<file path="src/rtl/txb_pkg.sv">
package txb_pkg;
  typedef logic [7:0] octet_t;
  localparam octet_t CHK_SEED_DEF = 8'h52;
endpackage

</file>
<file path="src/rtl/txb_loader.sv">
// Burst intake: byte count, running XOR and the write port of the frame store.
module txb_loader #(
  parameter int              DEPTH = 16,
  parameter txb_pkg::octet_t SEED  = txb_pkg::CHK_SEED_DEF
) (
  input  logic                         clk,
  input  logic                         rst_n,
  input  logic                         clr,
  input  logic                         take,
  input  txb_pkg::octet_t              din,
  output logic [$clog2(DEPTH+3)-1:0]   cnt_o,
  output logic                         good_o,
  output logic                         wr_en,
  output logic [((DEPTH>1)?$clog2(DEPTH):1)-1:0] wr_addr
);
  localparam int CW = $clog2(DEPTH+3);
  localparam int AW = (DEPTH > 1) ? $clog2(DEPTH) : 1;
  localparam logic [CW-1:0] CNT_SAT = CW'(DEPTH + 2);
  localparam logic [CW-1:0] CNT_MAX = CW'(DEPTH + 1);
  localparam logic [CW-1:0] CNT_MIN = CW'(2);
  localparam logic [CW-1:0] CNT_BUF = CW'(DEPTH);

  logic [CW-1:0]   cnt_q, cnt_d;
  txb_pkg::octet_t xs_q, xs_d;
  logic            upd;

  always_comb begin
    cnt_d = cnt_q;
    xs_d  = xs_q;
    upd   = clr | take;
    if (clr) begin
      cnt_d = '0;
      xs_d  = '0;
    end else if (take) begin
      xs_d = xs_q ^ din;
      if (cnt_q != CNT_SAT) cnt_d = cnt_q + 1'b1;
    end
  end

  always_ff @(posedge clk or negedge rst_n) begin
    if (!rst_n) begin
      cnt_q <= '0;
      xs_q  <= '0;
    end else if (upd) begin
      cnt_q <= cnt_d;
      xs_q  <= xs_d;
    end
  end

  assign cnt_o   = cnt_q;
  assign good_o  = (xs_q == SEED) && (cnt_q >= CNT_MIN) && (cnt_q <= CNT_MAX);
  assign wr_en   = take && (cnt_q < CNT_BUF);
  assign wr_addr = cnt_q[AW-1:0];
endmodule

</file>
<file path="src/rtl/txb_store.sv">
// Frame storage: one register per byte, written by the loader, read by the sender.
module txb_store #(
  parameter int DEPTH = 16
) (
  input  logic                                   clk,
  input  logic                                   wr_en,
  input  logic [((DEPTH>1)?$clog2(DEPTH):1)-1:0] wr_addr,
  input  txb_pkg::octet_t                        wr_data,
  input  logic [((DEPTH>1)?$clog2(DEPTH):1)-1:0] rd_addr,
  output txb_pkg::octet_t                        rd_data
);
  localparam int AW = (DEPTH > 1) ? $clog2(DEPTH) : 1;

  txb_pkg::octet_t mem [DEPTH];

  for (genvar g = 0; g < DEPTH; g++) begin : g_cell
    logic cell_we;
    assign cell_we = wr_en && (wr_addr == AW'(g));
    always_ff @(posedge clk) begin
      if (cell_we) mem[g] <= wr_data;
    end
  end

  assign rd_data = mem[rd_addr];
endmodule

</file>
<file path="src/rtl/txb_sender.sv">
// Transmit sequencer: walks the stored frame, one byte per handshake.
module txb_sender #(
  parameter int DEPTH = 16
) (
  input  logic                                    clk,
  input  logic                                    rst_n,
  input  logic                                    start,
  input  logic [$clog2(DEPTH+3)-1:0]              len_i,
  input  logic                                    tx_ready,
  output logic                                    busy_o,
  output logic [((DEPTH>1)?$clog2(DEPTH):1)-1:0]  idx_o
);
  localparam int CW = $clog2(DEPTH+3);
  localparam int AW = (DEPTH > 1) ? $clog2(DEPTH) : 1;

  logic          busy_q, busy_d;
  logic [CW-1:0] idx_q, idx_d;
  logic [CW-1:0] len_q, len_d;
  logic          last, step, upd;

  always_comb begin
    busy_d = busy_q;
    idx_d  = idx_q;
    len_d  = len_q;
    last   = (idx_q == (len_q - 1'b1));
    step   = busy_q && tx_ready;
    upd    = start | step;
    if (start) begin
      busy_d = 1'b1;
      idx_d  = '0;
      len_d  = len_i;
    end else if (step) begin
      if (last) busy_d = 1'b0;
      else      idx_d  = idx_q + 1'b1;
    end
  end

  always_ff @(posedge clk or negedge rst_n) begin
    if (!rst_n) begin
      busy_q <= 1'b0;
      idx_q  <= '0;
      len_q  <= '0;
    end else if (upd) begin
      busy_q <= busy_d;
      idx_q  <= idx_d;
      len_q  <= len_d;
    end
  end

  assign busy_o = busy_q;
  assign idx_o  = idx_q[AW-1:0];
endmodule

</file>
<file path="src/rtl/cyc_txbuf.sv">
module cyc_txbuf #(
  parameter int              DEPTH = 16,
  parameter txb_pkg::octet_t SEED  = txb_pkg::CHK_SEED_DEF
) (
  input  logic       clk,
  input  logic       rst_n,
  input  logic       chan_en,
  input  logic       ld_start,
  input  logic       ld_byte,
  input  logic [7:0] ld_data,
  input  logic       ld_end,
  input  logic       cyc_start,
  input  logic       tx_ready,
  output logic       tx_valid,
  output logic [7:0] tx_data,
  output logic       tx_busy,
  output logic       sum_err,
  output logic       edge_miss,
  output logic       overrun
);
  localparam int CW = $clog2(DEPTH+3);
  localparam int AW = (DEPTH > 1) ? $clog2(DEPTH) : 1;

  // reset: asserted asynchronously, released through two flops
  logic rs_meta, rs_n;
  always_ff @(posedge clk or negedge rst_n) begin
    if (!rst_n) begin
      rs_meta <= 1'b0;
      rs_n    <= 1'b0;
    end else begin
      rs_meta <= 1'b1;
      rs_n    <= rs_meta;
    end
  end

  logic          open_q, open_d;
  logic          armed_q, armed_d;
  logic          late_q, late_d;
  logic          err_q, err_d;
  logic          miss_q, miss_d;
  logic          ovr_q, ovr_d;
  logic [CW-1:0] len_q, len_d;

  logic          acc_start, acc_byte, acc_end;
  logic          launch, late_now, hold_off, open_new;
  logic          fin_good, fin_bad, tx_go;
  logic          busy;
  logic [CW-1:0] cnt;
  logic          good;
  logic          wr_en;
  logic [AW-1:0] wr_addr, rd_idx;
  logic [CW-1:0] send_len;

  always_comb begin
    acc_start = chan_en & ld_start;
    acc_byte  = chan_en & ~ld_start & ld_byte & open_q;
    acc_end   = chan_en & ~ld_start & ~ld_byte & ld_end & open_q;
    launch    = cyc_start & armed_q & ~open_q & ~busy;
    late_now  = late_q | (cyc_start & open_q);
    hold_off  = acc_start & (busy | launch);
    open_new  = acc_start & ~hold_off;
    fin_good  = acc_end & good;
    fin_bad   = acc_end & ~good;
    tx_go     = launch | (fin_good & late_now);
    send_len  = fin_good ? (cnt - 1'b1) : len_q;

    open_d = open_q;
    if (open_new)     open_d = 1'b1;
    else if (acc_end) open_d = 1'b0;

    late_d = late_q;
    if (acc_end)                  late_d = 1'b0;
    else if (cyc_start & open_q)  late_d = 1'b1;

    armed_d = armed_q;
    if (launch | open_new | fin_bad)  armed_d = 1'b0;
    else if (fin_good & ~late_now)    armed_d = 1'b1;

    err_d = err_q;
    if (fin_good)     err_d = 1'b0;
    else if (fin_bad) err_d = 1'b1;

    miss_d = miss_q;
    if (fin_good)                 miss_d = late_now;
    else if (cyc_start & open_q)  miss_d = 1'b1;

    ovr_d = ovr_q;
    if (fin_good)      ovr_d = 1'b0;
    else if (hold_off) ovr_d = 1'b1;

    len_d = fin_good ? (cnt - 1'b1) : len_q;
  end

  always_ff @(posedge clk or negedge rs_n) begin
    if (!rs_n) begin
      open_q  <= 1'b0;
      armed_q <= 1'b0;
      late_q  <= 1'b0;
      err_q   <= 1'b0;
      miss_q  <= 1'b0;
      ovr_q   <= 1'b0;
      len_q   <= '0;
    end else begin
      open_q  <= open_d;
      armed_q <= armed_d;
      late_q  <= late_d;
      err_q   <= err_d;
      miss_q  <= miss_d;
      ovr_q   <= ovr_d;
      if (fin_good) len_q <= len_d;
    end
  end

  txb_loader #(.DEPTH(DEPTH), .SEED(SEED)) u_load (
    .clk     (clk),
    .rst_n   (rs_n),
    .clr     (open_new),
    .take    (acc_byte),
    .din     (ld_data),
    .cnt_o   (cnt),
    .good_o  (good),
    .wr_en   (wr_en),
    .wr_addr (wr_addr)
  );

  txb_store #(.DEPTH(DEPTH)) u_store (
    .clk     (clk),
    .wr_en   (wr_en),
    .wr_addr (wr_addr),
    .wr_data (ld_data),
    .rd_addr (rd_idx),
    .rd_data (tx_data)
  );

  txb_sender #(.DEPTH(DEPTH)) u_send (
    .clk      (clk),
    .rst_n    (rs_n),
    .start    (tx_go),
    .len_i    (send_len),
    .tx_ready (tx_ready),
    .busy_o   (busy),
    .idx_o    (rd_idx)
  );

  assign tx_valid  = busy;
  assign tx_busy   = busy;
  assign sum_err   = err_q;
  assign edge_miss = miss_q;
  assign overrun   = ovr_q;
endmodule

</file>
<file path="config.mk">
export PLATFORM = sky130hd
export DESIGN_NAME = cyc_txbuf
export DESIGN_NICKNAME = d
export VERILOG_FILES = /design/src/rtl/txb_pkg.sv /design/src/rtl/txb_loader.sv /design/src/rtl/txb_store.sv /design/src/rtl/txb_sender.sv /design/src/rtl/cyc_txbuf.sv
export SDC_FILE = /design/constraint.sdc
export NUM_CORES = 1
export LEC_CHECK = 0
export BUFFER_PORTS_ARGS = -buffer_cell sky130_fd_sc_hd__clkbuf_2
export CAP_MARGIN = 0
export CORE_ASPECT_RATIO = 1.2
export CORE_MARGIN = 2
export CORE_UTILIZATION = 60
export CTS_CLUSTER_SIZE = 8
export DETAILED_ROUTE_END_ITERATION = 8
export PLACE_DENSITY = 0.78
export REMOVE_ABC_BUFFERS = 1
export SYNTH_ARGS = -nofsm -noshare
export SYNTH_HDL_FRONTEND = slang
export SYNTH_HIERARCHICAL = 1
export SYNTH_SLANG_ARGS = --single-unit
</file>
<file path="constraint.sdc">
create_clock -name clk -period 2 [get_ports clk]
set_input_delay 0.2 -clock clk [delete_from_list [all_inputs] [get_ports clk]]
set_output_delay 0.2 -clock clk [all_outputs]
set_load 0.02 [all_outputs]
</file>
==> results.py, run 1 <==
metrics = {
    "global_routing": {
        "grt_pass1_vias": 3982,
        "antenna_found_initial": 0,
        "globalRoute.totalOverflow": 0,
        "grt_max_degree": 37,
        "grt_first_pass_wirelength_um": 22800,
        "globalRouteTotalUtil": 0.256,
    },
    "place": {
        "place_congestion": 0.771,
        "placed_area_um2": 7500,
        "dp_hpwl_um": 8530,
        "dp.cells": 616,
        "portBuffers": 28,
    },
    "cts": {
        "cts_tree": "done",
        "htreeDepth": 4,
        "cts_made_buffers": 17,
        "insertion_delay_ns": 0.42,
        "clk_path_buf_depth": 2,
        "cts_root_buf": "clkbuf_16",
        "numClockSinks": 165,
        "clk_pin_slew_ns": 0.06,
    },
    "drt": {
        "vias_per_cell": 6.09,
        "wirelength_um": 14900,
        "dr.pass1.iters": 5,
        "antenna_left": 0,
        "drc_errors": 0,
        "wl_per_cell_um": 22.6,
        "vias": 4029,
        "drtIter0Drc": 404,
    },
    "die": {
        "die_x_um": 102,
        "top_level_ports": 29,
        "initial_core_util": 0.609,
        "chipHeight_um": 122,
        "die_area_um2": 12500,
        "rows": 43,
        "core_um2": 11500,
    },
    "critical_path": {
        "cpMaxStageDelayCell": "mux4_1",
        "cp_num_buf_inv": 2,
        "start_kind": "flip-flop",
        "r2r_cells": 9,
        "r2r-end": "u_send/len_q[3]",
        "worstPathMaxFanout": 13,
        "path_cells": "buf_12 > mux4_1 > a22oi_2 > nand2_1 > clkbuf_2",
        "path_class": "flip-flop to primary output",
        "cp.arrival_ns": 2.15,
        "r2r_slack_ns": -0.08,
        "cpPeakStageDelay_ns": 0.62,
        "cp_top_family": "multiplexers",
        "endpoint_kind": "primary output",
        "crit_required_ns": 1.80,
        "r2r-start": "u_load/cnt_o[1]",
    },
    "sta": {
        "fin_crit_ns": 2.35,
        "rsz0062_at_grt": "true",
        "relSlewSlack": 0.572,
        "setup_violations": 15,
        "min_period_over_period": 1.17,
        "tns_ns": -2.71,
        "tightest_slew_ns": 0.640,
        "hold_ws_ns": 0.0881,
        "fin_ws_ns": -0.345,
        "final_hold_viol_count": 0,
        "clock_skew_ns": 0.00788,
        "achievable-frequency_mhz": 426,
        "drv_slew": 0,
    },
    "power": {
        "power_leakage_nw": 3.12,
        "intPower_mw": 6.82,
        "combPwrFrac": 0.212,
        "p_per_area_nw_per_um2": 1090,
        "p_switching_mw": 2.37,
        "seqPwrFrac": 0.422,
        "clkPwrFrac": 0.366,
        "ir_worst_vdd_uv": 728,
        "switching_share": 0.258,
    },
    "cells_and_area": {
        "post-route-util": 0.737,
        "num_antenna_cells": 0,
        "most-common-layout-cells": "128 x edfxtp_1, 48 x buf_4, 36 x dfrtp_1",
        "stdcell_area_um2": 8440,
        "final_common_cell": "edfxtp_1",
        "nNetsFinal": 515,
        "syn_to_final_growth_pct": 20.9,
        "instances_no_fill": 662,
        "drive_gt1_frac": 0.364,
    },
    "run_status": {
        "violations": "negative setup slack",
        "outcome": "complete, but fails checks",
    },
    "logic_synthesis": {
        "synthArstFlopShare": 0.224,
        "synth_seq_cells": 165,
        "synth-seq-area-share": 0.683,
        "ys.flop_type": "edfxtp_1",
        "yosys_warnings": 6,
        "synth_edf_count": 128,
        "synth_area_um2": 6980,
        "syn_area_per_cell_um2": 17.0,
        "post_synth_num_cell_types": 51,
        "syn-instance-count": 410,
    },
    "hold_path": {
        "hp-class": "primary input to async pin",
    },
    "job": {
        "cap_violations": 0,
    },
}
## cell usage after synthesis, types with 3 or more instances
cell type	number	area, um2
or3_1	3	18.8
a22oi_1	16	120
xnor2_1	5	43.8
mux2i_1	3	30.0
o21ai_0	6	30.0
nor3_1	8	40.0
nand3b_1	4	30.0
nand3_1	3	15.0
dfrtp_1	37	926
buf_6	4	45.0
buf_4	10	75.1
a21oi_1	10	50.1
ha_1	6	75.1
inv_1	12	45.0
edfxtp_1	128	3840
nand2_1	25	93.8
buf_2	4	20.0
mux4_2	18	405
nand4_1	3	18.8
clkdlybuf4s25_2	3	30.0
nor2_1	33	124
mux4_1	14	368
xor2_1	15	131
mux2_2	4	45.0
mux2_4	4	60.1
## registers in the layout (all words and copies together) (netlist names)
register       cells
rs_n               1
open_q             1
edge_miss          1
u_load/cnt_o       5
sum_err            1
late_q             1
overrun            1
u_load/xs_q        8
u_send/len_q       5
u_send/idx_q       5
u_send/busy_o      1
u_store/mem      128
len_q              5
rs_meta            1
armed_q            1
## metrics by stage
step                      power (mW)  setup slack [ns]
final                           9.19            -0.345
after global placement          5.54           -0.0225
after global routing            9.49            -0.378
after CTS                       9.13            -0.343
after detailed placement        5.59            -0.108
after floorplan                 5.00            -0.642
## power groups by stage
stage / logic [mW] / clock network, mW / registers [mW]
after detailed placement: 1.65 / 0 / 3.94
after floorplan: 0.878 / 0 / 4.13
after global routing: 2.07 / 3.53 / 3.88
after CTS: 1.88 / 3.38 / 3.87
after global placement: 1.61 / 0 / 3.93
final: 1.95 / 3.36 / 3.88
## metal layers
metal  up-vias  wire [um]  track usage
li1       1743          -            -
met1      2102       5980        0.345
met2       159       7880        0.427
met3        25        794       0.0459
met4         0        286       0.0808
met5         -          0            0
## area by class of cell
type                       count  area (um2)
fill                         669        3020
sequential                   165        4770
timing repair buffer          87         667
clock buffer                  19         433
inverter                      12        45.0
tap                          157         196
clock inverter                12         180
multi-input combinational    210        2150
## worst reg2reg max path: stages (launching register included)
cell      delay [ns]
dfrtp_1         0.41
inv_1           0.09
ha_1            0.14
o21ai_0         0.10
a221oi_2        0.30
buf_4           0.18
nand3_4         0.14
o22ai_4         0.15
buf_6           0.16
mux2_4          0.30
## cells by family (layout without fill, tap and decap cells)
logic type                 after synthesis  after routing  synth area share
xor gates and xnor gates                21             21            0.0283
muxes                                   45             45             0.133
and+or+nand+nor                         95             95            0.0677
DFF                                    165            165             0.683
other                                    1              1          0.000537
adders and majority gates                6              6            0.0108
AOI/OAI and AO/OA                       42             42            0.0443
buffers and inverters                   35            130            0.0319
## worst max path at each step
stage / from / end / cells after the start
finish: u_send/idx_q[0] / tx_data[2] / 5
global route: u_send/idx_q[0] / tx_data[2] / 5
CTS: u_send/idx_q[0] / tx_data[2] / 5
detailed placement: u_load/xs_q[2] / u_send/len_q[0] / 9
global placement: ld_start / u_store/mem[0][6] / 8
floorplan: open_q / u_store/mem[0][0] / 6
## what timing repair did
item                                    4_1_cts  5_1_grt
pin swaps                                     8        5
hold endpoints to repair                      2        0
endpoints found under the setup margin       51       65
setup buffers                                 9        5
gates resized for setup                      25       38
hold buffers                                  1        0
gates cloned                                  1        0
Power figures use the tool's default switching activity.
==> run 2, diff against run 1 <==
Clock period 2 ns to 2.95 ns, I/O delays scaled along.
==> results.py, run 2 (same netlist as run 1, synthesis figures left out) <==
metrics = {
    "run_status": {
        "outcome": "complete, no violations",
    },
    "global_routing": {
        "grt_max_degree": 29,
        "grt_pass1_vias": 3701,
        "globalRouteTotalUtil": 0.237,
        "globalRoute.totalOverflow": 0,
        "antenna_found_initial": 0,
        "grt_first_pass_wirelength_um": 21000,
    },
    "cells_and_area": {
        "num_antenna_cells": 0,
        "reg.largest.list": "u_store/mem x128, u_load/xs_q x8",
        "stdcell_area_um2": 7990,
        "post-route-util": 0.697,
        "largest_reg_flops": 128,
        "most-common-layout-cells": "128 x edfxtp_1, 36 x dfrtp_1, 33 x nor2_1",
        "top_register": "u_store/mem",
        "drive_gt1_frac": 0.251,
        "register_area_um2": 4770,
        "nNetsFinal": 480,
        "final_common_cell": "edfxtp_1",
        "fillCellCount": 723,
        "syn_to_final_growth_pct": 14.4,
        "multiInputGateArea_um2": 1990,
    },
    "die": {
        "chipHeight_um": 122,
        "top_level_ports": 29,
        "die_x_um": 102,
        "rows": 43,
        "initial_core_util": 0.609,
        "core_um2": 11500,
        "die_area_um2": 12500,
    },
    "critical_path": {
        "cp.arrival_ns": 2.45,
        "cpPeakStageDelay_ns": 0.63,
        "cpMaxStageDelayCell": "mux4_1",
        "worstPathMaxFanout": 28,
        "path_class": "flip-flop to primary output",
        "path_depth": 5,
        "start_kind": "flip-flop",
        "cp_top_family": "multiplexers",
        "r2r_cells": 7,
        "crit_required_ns": 2.65,
        "path_cells": "buf_12 > mux4_1 > a22oi_1 > nand2_1 > clkbuf_2",
        "endpoint_kind": "primary output",
        "cp_num_buf_inv": 2,
    },
    "cts": {
        "postCtsSetupBuffers": 0,
        "cts_root_buf": "clkbuf_16",
        "ctsResizeCount": 0,
        "numClockSinks": 165,
        "clk_path_buf_depth": 2,
        "cts_made_buffers": 17,
        "hold_buffers": 1,
        "clk_pin_slew_ns": 0.06,
        "htreeDepth": 4,
        "insertion_delay_ns": 0.41,
        "cts_tree": "done",
    },
    "sta": {
        "tightest_slew_ns": 0.882,
        "achievable-frequency_mhz": 364,
        "relSlewSlack": 0.412,
        "min_period_over_period": 0.931,
        "clock_skew_ns": 0.00523,
        "setup_violations": 0,
        "rsz0062_at_grt": "false",
        "drv_slew": 0,
        "final_hold_viol_count": 0,
        "fin_crit_ns": 2.75,
        "tns_ns": 0,
    },
    "drt": {
        "wirelength_um": 13700,
        "vias_per_cell": 5.96,
        "vias": 3745,
        "drc_errors": 0,
        "antenna_left": 0,
        "wl_per_cell_um": 21.8,
        "dr.pass1.iters": 5,
        "drtIter0Drc": 270,
    },
    "hold_path": {
        "min_path_cells": 3,
        "hp-class": "primary input to flip-flop",
    },
    "power": {
        "finalPower_mw": 6.01,
        "power_leakage_nw": 2.93,
        "ir_worst_vdd_uv": 600,
        "p_per_area_nw_per_um2": 753,
    },
    "place": {
        "place_congestion": 0.788,
        "placed_area_um2": 7340,
        "dp_hpwl_um": 8780,
        "portBuffers": 28,
    },
    "job": {
        "cap_violations": 0,
    },
}
==> run 2: cell count changes in the layout (fill, tap and decap cells not counted), sizes merged <==
cell,delta
buf,-37
clkbuf,+1
clkinv,-2
clkinvlp,+1
inv,+3
==> run 2: power by group <==
group | internal (mW) | switching [mW] | leakage (nW)
sequential | 2.57 | 0.0952 | 1.62
combinational | 0.479 | 0.545 | 0.999
clock | 1.45 | 0.871 | 0.308
==> run 2: per-stage QoR <==
step,hold WS (ns),worst slack (ns),cells
4_1_cts,0.130,0.176,628
3_3_place_gp,0.0807,0.518,595
2_1_floorplan,-0.000591,0.306,387
3_5_place_dp,0.0811,0.457,595
5_1_grt,0.166,0.0939,628
6_report,0.142,0.205,628
==> run 2: worst paths after layout <==
check | slack (ns) | endpoint | from
max in group asynchronous | 1.84 | u_send/idx_q[0] | rs_n
min in group asynchronous | 0.19 | rs_n | rst_n
min reg2reg | 0.36 | rs_n | rs_meta
max | 0.20 | tx_data[7] | u_send/idx_q[0]
max reg2reg | 0.36 | u_store/mem[0][5] | open_q
min | 0.14 | open_q | ld_start
==> run 2: routing by layer <==
metal	share of wire	vias up	wire length [um]	global-route usage
li1	-	1674	-	-
met1	0.40	1908	5530	0.313
met2	0.54	150	7340	0.400
met3	0.048	13	662	0.0539
met4	0.011	0	144	0.0617
met5	0	-	0	0
==> run 2: tightest hold or removal path: cells and delay by family <==
kind	cells	cell delay, ns
and+or+nand+nor	1	0.08
AOI/OAI and AO/OA	1	0.04
buffers and inverters	1	0.10
==> run 2: area by class of cell <==
type | instances | area share
flip-flops and latches | 165 | 0.597
multi-input cells | 210 | 0.249
clock buffers | 18 | 0.0550
repair buffers | 52 | 0.0436
clock inverters | 14 | 0.0248
well taps | 157 | 0.0246
inverters | 12 | 0.00564
==> run 3, diff against run 2 <==
Settings changed: BUFFER_PORTS_ARGS -buffer_cell sky130_fd_sc_hd__clkbuf_2 to default, DONT_BUFFER_PORTS from default to 1, PLACE_DENSITY 0.78 to 0.76, RECOVER_POWER from default to 50, SETUP_SLACK_MARGIN from default to 0.02.
==> results.py, run 3 (same netlist as run 1, synthesis figures left out) <==
metrics = {
    "critical_path": {
        "path_class": "flip-flop to primary output",
        "endpoint_kind": "primary output",
        "path_depth": 4,
        "critPathLaunch": "u_send/idx_q[0]",
        "crit_path_end": "tx_data[3]",
        "r2r_slack_ns": 0.34,
        "cp_top_family": "multiplexers",
        "r2r_cells": 7,
        "start_kind": "flip-flop",
        "crit_required_ns": 2.65,
        "worstPathMaxFanout": 28,
        "cpMaxStageDelayCell": "mux4_1",
        "r2r-end": "u_send/len_q[2]",
        "path_cells": "buf_12 > mux4_1 > a22oi_1 > nand2_1",
        "r2r-start": "u_load/cnt_o[0]",
        "cpPeakStageDelay_ns": 0.61,
        "cp.arrival_ns": 2.46,
        "cp_num_buf_inv": 1,
    },
    "power": {
        "p_per_area_nw_per_um2": 723,
        "p_switching_mw": 1.50,
        "ir_worst_vdd_uv": 563,
        "combPwrFrac": 0.163,
        "intPower_mw": 4.16,
        "seqPwrFrac": 0.475,
        "switching_share": 0.265,
        "power_leakage_nw": 2.79,
        "clkPwrFrac": 0.362,
    },
    "place": {
        "portBuffers": 0,
        "dp_hpwl_um": 8240,
        "place_congestion": 0.877,
        "placed_area_um2": 7190,
        "dp.cells": 567,
        "post-place-ws_ns": 0.364,
    },
    "global_routing": {
        "grt_max_degree": 37,
        "grt_first_pass_wirelength_um": 20400,
        "antenna_found_initial": 0,
        "grt_pass1_vias": 3626,
        "globalRoute.totalOverflow": 0,
        "globalRouteTotalUtil": 0.233,
    },
    "cts": {
        "ctsResizeCount": 0,
        "cts_root_buf": "clkbuf_16",
        "htreeDepth": 4,
        "clk_path_buf_depth": 2,
        "numClockSinks": 165,
        "postCtsSetupBuffers": 0,
        "cts_tree": "done",
        "insertion_delay_ns": 0.42,
        "clk_pin_slew_ns": 0.06,
        "cts_made_buffers": 17,
    },
    "cells_and_area": {
        "stdcell_area_um2": 7830,
        "reg.largest.list": "u_store/mem x128, u_load/xs_q x8",
        "drive_gt1_frac": 0.193,
        "final_common_cell": "edfxtp_1",
        "num_antenna_cells": 0,
        "largest_reg_flops": 128,
        "syn_to_final_growth_pct": 12.2,
        "fillCellCount": 727,
        "most-common-layout-cells": "128 x edfxtp_1, 36 x dfrtp_1, 33 x nor2_1",
        "nNetsFinal": 460,
        "instances_no_fill": 608,
        "top_register": "u_store/mem",
    },
    "sta": {
        "achievable-frequency_mhz": 363,
        "setup_violations": 0,
        "fin_ws_ns": 0.195,
        "tightest_slew_ns": 1.02,
        "drv_slew": 0,
        "rsz0062_at_grt": "false",
        "fin_crit_ns": 2.75,
        "min_period_over_period": 0.934,
        "clock_skew_ns": 0.00478,
        "relSlewSlack": 0.319,
        "final_hold_viol_count": 0,
        "tns_ns": 0,
    },
    "drt": {
        "drc_errors": 0,
        "drtIter0Drc": 336,
        "wl_per_cell_um": 22.1,
        "antenna_left": 0,
        "vias_per_cell": 5.97,
        "wirelength_um": 13500,
        "vias": 3631,
        "dr.pass1.iters": 6,
    },
    "job": {
        "cap_violations": 0,
    },
    "die": {
        "initial_core_util": 0.609,
        "top_level_ports": 29,
        "die_x_um": 102,
        "chipHeight_um": 122,
        "core_um2": 11500,
        "rows": 43,
        "die_area_um2": 12500,
    },
    "hold_path": {
        "hp-class": "primary input to flip-flop",
        "min_path_cells": 2,
    },
    "run_status": {
        "outcome": "complete, no violations",
    },
}
==> run 3: cell count changes in the layout (fill, tap and decap cells not counted), sizes merged <==
cell / delta
clkbuf: -28
dlygate4sd3: +8
bufinv: -3
clkinv: +3
clkinvlp: +2
buf: -1
inv: -1
==> run 3: final cells by class <==
class                           instances  area (um2)  share of cell area
Clock inverter                         15         131              0.0168
Multi-Input combinational cell        210        1990               0.254
Inverter                               12        45.0             0.00575
Sequential cell                       165        4770               0.609
Timing Repair Buffer                   32         272              0.0347
Clock buffer                           17         425              0.0543
Tap cell                              157         196              0.0251
==> run 3: worst min path at each step <==
stage                         from       to  slack (ns)
after detailed placement     rst_n     rs_n     -0.0005
after floorplan              rst_n  rs_meta     -0.0006
final                     ld_start   open_q        0.02
after global routing      ld_start   open_q        0.02
after global placement       rst_n  rs_meta     -0.0005
after CTS                 ld_start   open_q        0.02
==> run 3: per-stage QoR <==
stage | total power, mW | utilization | hold slack [ns]
2_1_floorplan | 3.39 | - | -0.000591
3_3_place_gp | 3.60 | 0.627 | -0.000548
5_1_grt | 5.89 | 0.683 | 0.0159
4_1_cts | 5.70 | 0.684 | 0.0178
6_report | 5.66 | 0.683 | 0.0208
3_5_place_dp | 3.62 | 0.627 | -0.000545
==> run 3: power by group through the flow <==
| stage | logic [mW] | clock network [mW] | registers [mW] |
|---|---|---|---|
| floorplan | 0.595 | 0 | 2.80 |
| finish | 0.922 | 2.05 | 2.69 |
| global placement | 0.867 | 0 | 2.74 |
| global route | 0.991 | 2.19 | 2.70 |
| CTS | 0.926 | 2.08 | 2.69 |
| detailed placement | 0.879 | 0 | 2.74 |
==> run 3: timing repair <==
| action | 4_1_cts | 5_1_grt |
|---|---|---|
| hold buffers | 9 | 0 |
| hold endpoints to repair | 130 | 0 |
| setup endpoints to repair | 0 | 0 |
==> run 3: routing by layer <==
layer | track usage | routed length (um) | part of all wire
met2 | 0.380 | 7040 | 0.52
met1 | 0.293 | 5180 | 0.38
met5 | 0 | 0 | 0
met4 | 0.0917 | 309 | 0.023
met3 | 0.0694 | 937 | 0.070
